<file path="src/rtl/lpc_sync_pkg.sv">
package lpc_sync_pkg;

  localparam int SYNC_W = 4;

  localparam logic [SYNC_W-1:0] SYNC_LAST_OK  = 4'b0000;
  localparam logic [SYNC_W-1:0] SYNC_LAST_ERR = 4'b1010;
  localparam logic [SYNC_W-1:0] SYNC_MORE     = 4'b1001;

  typedef enum logic [1:0] {
    CLS_TERM = 2'd0,
    CLS_MORE = 2'd1,
    CLS_BAD  = 2'd2
  } sync_cls_t;

  typedef struct packed {
    logic wide;
    logic wr;
    logic chan_wide;
  } grant_attr_t;

endpackage

</file>
<file path="src/rtl/lpc_sync_classify.sv">
module lpc_sync_classify
  import lpc_sync_pkg::*;
(
  input  logic [SYNC_W-1:0] code,
  output sync_cls_t         cls
);

  always_comb begin
    if (code == SYNC_LAST_OK || code == SYNC_LAST_ERR) begin
      cls = CLS_TERM;
    end else if (code == SYNC_MORE) begin
      cls = CLS_MORE;
    end else begin
      cls = CLS_BAD;
    end
  end

endmodule

</file>
<file path="src/rtl/lpc_grant_tracker.sv">
module lpc_grant_tracker
  import lpc_sync_pkg::*;
#(
  parameter int WIDE_BYTES = 2
) (
  input  logic        clk,
  input  logic        rst,
  input  logic        start,
  input  grant_attr_t attr_in,
  input  logic        stb,
  input  sync_cls_t   cls,
  output logic        ev_term,
  output logic        ev_more_last,
  output logic        ev_bad,
  output logic        ev_early,
  output logic        ev_odd_err,
  output logic        attr_wr
);

  localparam int IDX_W = (WIDE_BYTES > 1) ? $clog2(WIDE_BYTES) : 1;
  localparam logic [IDX_W-1:0] IDX_WIDE_LAST = IDX_W'(WIDE_BYTES - 1);

  logic             busy_q;
  logic [IDX_W-1:0] idx_q;
  grant_attr_t      attr_q;
  logic             consume;
  logic             at_last;
  logic             at_first;

  assign consume  = busy_q && stb && !start;
  assign at_first = (idx_q == '0);
  assign at_last  = attr_q.wide ? (idx_q == IDX_WIDE_LAST) : at_first;

  assign ev_term      = consume && (cls == CLS_TERM);
  assign ev_bad       = consume && (cls == CLS_BAD);
  assign ev_more_last = consume && (cls == CLS_MORE) && at_last;
  assign ev_early     = ev_term && !at_last;
  assign ev_odd_err   = ev_term && attr_q.chan_wide && at_first;
  assign attr_wr      = attr_q.wr;

  always_ff @(posedge clk) begin
    if (rst) begin
      busy_q <= 1'b0;
      idx_q  <= '0;
      attr_q <= '0;
    end else if (start) begin
      busy_q <= 1'b1;
      idx_q  <= '0;
      attr_q <= attr_in;
    end else if (ev_term || ev_bad || ev_more_last) begin
      busy_q <= 1'b0;
      idx_q  <= '0;
    end else if (consume && cls == CLS_MORE) begin
      idx_q <= idx_q + 1'b1;
    end
  end

endmodule

</file>
<file path="src/rtl/lpc_req_keeper.sv">
module lpc_req_keeper (
  input  logic clk,
  input  logic rst,
  input  logic line_in,
  input  logic drop,
  output logic req_q
);

  logic line_prev_q;
  logic rise;

  assign rise = line_in && !line_prev_q;

  always_ff @(posedge clk) begin
    if (rst) begin
      line_prev_q <= 1'b0;
      req_q       <= 1'b0;
    end else begin
      line_prev_q <= line_in;
      if (rise) begin
        req_q <= 1'b1;
      end else if (drop) begin
        req_q <= 1'b0;
      end
    end
  end

endmodule

</file>
<file path="src/rtl/lpc_dma_sync_term.sv">
module lpc_dma_sync_term
  import lpc_sync_pkg::*;
#(
  parameter int WIDE_BYTES = 2
) (
  input  logic              clk,
  input  logic              rst,
  input  logic              grant_start,
  input  logic              grant_wide,
  input  logic              dir_write,
  input  logic              chan_wide,
  input  logic              periph_req,
  input  logic              byte_stb,
  input  logic [SYNC_W-1:0] sync_code,
  output logic              req_active,
  output logic              done_pulse,
  output logic              eot_pulse,
  output logic              pad_pulse,
  output logic              err_flag
);

  sync_cls_t   cls;
  grant_attr_t attr_in;
  logic        ev_term;
  logic        ev_more_last;
  logic        ev_bad;
  logic        ev_early;
  logic        ev_odd_err;
  logic        attr_wr;

  assign attr_in = '{wide: grant_wide, wr: dir_write, chan_wide: chan_wide};

  lpc_sync_classify u_cls (
    .code (sync_code),
    .cls  (cls)
  );

  lpc_grant_tracker #(.WIDE_BYTES(WIDE_BYTES)) u_trk (
    .clk          (clk),
    .rst          (rst),
    .start        (grant_start),
    .attr_in      (attr_in),
    .stb          (byte_stb),
    .cls          (cls),
    .ev_term      (ev_term),
    .ev_more_last (ev_more_last),
    .ev_bad       (ev_bad),
    .ev_early     (ev_early),
    .ev_odd_err   (ev_odd_err),
    .attr_wr      (attr_wr)
  );

  lpc_req_keeper u_req (
    .clk     (clk),
    .rst     (rst),
    .line_in (periph_req),
    .drop    (ev_term || ev_bad),
    .req_q   (req_active)
  );

  always_ff @(posedge clk) begin
    if (rst) begin
      done_pulse <= 1'b0;
      eot_pulse  <= 1'b0;
      pad_pulse  <= 1'b0;
      err_flag   <= 1'b0;
    end else begin
      done_pulse <= ev_term || ev_more_last;
      eot_pulse  <= ev_early;
      pad_pulse  <= ev_early && attr_wr;
      if (ev_bad || ev_odd_err) begin
        err_flag <= 1'b1;
      end
    end
  end

endmodule

</file>
<file path="config.mk">
export PLATFORM = sky130hd
export DESIGN_NAME = lpc_dma_sync_term
export DESIGN_NICKNAME = d
export VERILOG_FILES = /design/src/rtl/lpc_sync_pkg.sv /design/src/rtl/lpc_sync_classify.sv /design/src/rtl/lpc_grant_tracker.sv /design/src/rtl/lpc_req_keeper.sv /design/src/rtl/lpc_dma_sync_term.sv
export SDC_FILE = /design/constraint.sdc
export NUM_CORES = 1
export LEC_CHECK = 0
export BUFFER_PORTS_ARGS = -buffer_cell sky130_fd_sc_hd__buf_2
export CAP_MARGIN = 20
export CORE_AREA = 2 2 39 41
export CTS_BUF_LIST = sky130_fd_sc_hd__clkbuf_8
export DETAILED_ROUTE_END_ITERATION = 10
export DIE_AREA = 0 0 41 43
export GPL_TIMING_DRIVEN = 0
export HOLD_SLACK_MARGIN = 0.12
export PLACE_DENSITY = 0.71
export SLEW_MARGIN = 20
export SYNTH_ARGS = -nofsm -noshare
export SYNTH_HDL_FRONTEND = slang
export SYNTH_HIERARCHICAL = 1
export SYNTH_SLANG_ARGS = --single-unit
export TNS_END_PERCENT = 10
</file>
<file path="constraint.sdc">
create_clock -name clk -period 2.05 [get_ports clk]
set_clock_uncertainty 0.1 [all_clocks]
set_input_delay 0.3075 -clock clk [delete_from_list [all_inputs] [get_ports clk]]
set_output_delay 0.3075 -clock clk [all_outputs]
set_load 0.05 [all_outputs]
</file>
==> flow_metrics.env <==
export IMPL_ios=17
export IMPL_grt_ovfl_total=0
export IMPL_synth_area_per_cell_sq_um=9.87
export IMPL_setup_tns_ns=0
export IMPL_start_kind="input pin"
export IMPL_first_global_vias=391
export IMPL_num_fill_cells=124
export IMPL_ys_seq_area_share_pct=41.3
export IMPL_maxSlewHeadroom_pct=83.4
export IMPL_post_drt_via_cell_ratio=4.57
export IMPL_ys_ff_latch=11
export IMPL_numCtsBuffers=3
export IMPL_cp_max_fo=5
export IMPL_p_leak_nw=0.323
export IMPL_synth_fp_nets=66
export IMPL_die_x_microns=41
export IMPL_synth_cell_type_count=27
export IMPL_path_cells="buf_2 -> and4bb_2 -> a31oi_2 -> nand3b_2 -> inv_1 -> or2_2 -> nand2b_1 -> a21oi_2"
export IMPL_fin_nets=86
export IMPL_reg2regPathDepth=5
export IMPL_grt_max_degree=11
export IMPL_cap_violations=0
export IMPL_clk_pin_slew_ns=0.05
export IMPL_hpwl_microns=666
export IMPL_multiInputGateArea_sq_um=298
export IMPL_yosysWarnings=6
export IMPL_drt_iter0_drc=2
export IMPL_place_congestion=0.683
export IMPL_cts_setup_buffers=0
export IMPL_fin_crit_sh_pct=75.2
export IMPL_tightest_slew_ns=0.250
export IMPL_final_max_slew_viol_count=0
export IMPL_worstPathRequired_ns=2.12
export IMPL_worstReg2RegStart="u_trk/busy_q"
export IMPL_hold_path_class="in -> reg"
export IMPL_max_vdd_ir_drop_mv=0.302
export IMPL_syn_area_sq_um=533
export IMPL_ys_flop_type="dfxtp_1"
export IMPL_wl_per_cell_microns=10.1
export IMPL_cts_root_buf="clkbuf_8"
export IMPL_antenna_cells=0
export IMPL_status="finished clean"
export IMPL_whs_path_depth=3
export IMPL_tritoncts="yes"
export IMPL_clock_path_buffers=2
export IMPL_synth_cells=54
export IMPL_rows=14
export IMPL_startpoint="sync_code[0]"
export IMPL_cts_hold_buf=0
export IMPL_hold_viol=0
export IMPL_power_mw=0.497
export IMPL_cp_arrival_ns=1.61
export IMPL_start_util_pct=38.5
export IMPL_register_area_sq_um=220
export IMPL_coreArea_sq_um=1380
export IMPL_dr_pass1_iters=4
export IMPL_cellPowerDensity_nw_per_um2=739
export IMPL_finalSetupViolations=0
export IMPL_synth_edff_count=0
export IMPL_area_growth_pct=26.3
export IMPL_cts_sink_count=11
export IMPL_antenna_found_initial=0
export IMPL_fin_crit_ns=1.54
export IMPL_endpoint_kind="register"
export IMPL_vias=407
export IMPL_worstSkewPairLatency_ns=0.23
export IMPL_die_area_sq_um=1760
export IMPL_synthArstFlopShare_pct=0
export IMPL_cp_slowest_stage_delay_ns=0.27
export IMPL_cts_htree_levels=1
export IMPL_drive_above_1_share_pct=39.7
export IMPL_crit_type="in -> reg"
export IMPL_track_usage_pct=12.5
export IMPL_fmax_mhz=648
export IMPL_die_h_microns=43
export IMPL_cts_resized_gates=0
export IMPL_hold_start="chan_wide"
export IMPL_port_buffers=15
export IMPL_worst_path_max_delay_cell="and4bb_2"
export IMPL_drc=0
export IMPL_routed_wl_microns=896
export IMPL_antenna_left=0
export IMPL_grt_pass1_wl_microns=1450
export IMPL_rsz0062_at_grt="no"
==> critical path: cells and delay by family <==
kind | cells | cell delay, ns
AO/OA/AOI/OAI | 2 | 0.30
buffers and inverters | 2 | 0.15
AND/OR/NAND/NOR | 4 | 0.86
==> per-layer routing <==
metal | routed length [microns] | share of wire, % | up-vias | track usage, %
met5 | 0 | 0 | - | 0
met4 | 0 | 0 | 0 | 8.00
met3 | 39 | 4.4 | 0 | 4.71
met2 | 464 | 52 | 9 | 19.1
met1 | 393 | 44 | 177 | 13.6
li1 | - | - | 221 | -
==> power by group <==
group	switching, mW	total [mW]	leakage [nW]	internal [mW]
Clock	0.0777	0.209	0.0269	0.131
Sequential	0.00440	0.227	0.0901	0.223
Combinational	0.0327	0.0614	0.206	0.0287
Total	0.115	0.497	0.323	0.383
==> per-stage QoR <==
stage	setup slack, ns	cell area (sq um)	utilization, %	instances	hold WS [ns]
floorplan	0.436	533	-	54	0.270
global placement	0.286	628	45.4	85	0.341
detailed placement	0.268	628	45.4	85	0.345
CTS	0.505	673	48.6	89	0.210
global route	0.418	673	48.6	89	0.219
finish	0.508	673	48.6	89	0.211
==> registers in the layout, summed over array words and instances (netlist names) <==
signal / flops
u_trk/idx_q: 1
u_trk/attr_q: 2
done_pulse: 1
eot_pulse: 1
u_req/line_prev_q: 1
err_flag: 1
u_trk/attr_wr: 1
u_trk/busy_q: 1
u_req/req_q: 1
pad_pulse: 1
==> kinds of logic (layout without fill, tap and decap cells) <==
group	after synthesis	after routing	synth area share [%]
compound gates	3	3	4.93
xor+xnor	1	1	1.64
buf+inv	2	21	2.82
flops	11	11	41.3
mux	4	4	7.51
simple gates	33	33	41.8
==> layout make-up <==
cell class	count	share of cell area (%)
clock inverter	1	0.558
buffer	1	1.67
timing repair buffer	15	11.2
clock buffer	3	6.13
sequential	11	32.7
tap	16	2.97
multi-input combinational	41	44.2
inverter	1	0.558
==> layout by cell type (no fill, tap or decap), drive strengths merged, types with 2 or more instances in the layout <==
cell type | synthesis | final
buf | 1 | 16
dfxtp | 11 | 11
nor2 | 9 | 9
nor2b | 6 | 6
nand2b | 4 | 4
mux2i | 4 | 4
clkbuf | 0 | 3
inv | 1 | 2
nor3 | 2 | 2
a21oi | 2 | 2
nand3 | 2 | 2
nand3b | 2 | 2
nor3b | 2 | 2
==> final timing paths <==
check               endpoint  slack (ns)
min reg2reg        pad_pulse        0.36
max reg2reg      u_req/req_q        0.71
min          u_trk/attr_q[0]        0.21
max              u_req/req_q        0.51
==> cell usage after synthesis (4+ instances only) <==
master    instances  area [sq um]
dfxtp_1          11           220
nor2_1            9          33.8
mux2i_1           4          40.0
nand2b_1          4          25.0
nor2b_1           4          25.0
No activity file was read; power rests on OpenSTA's default activity.
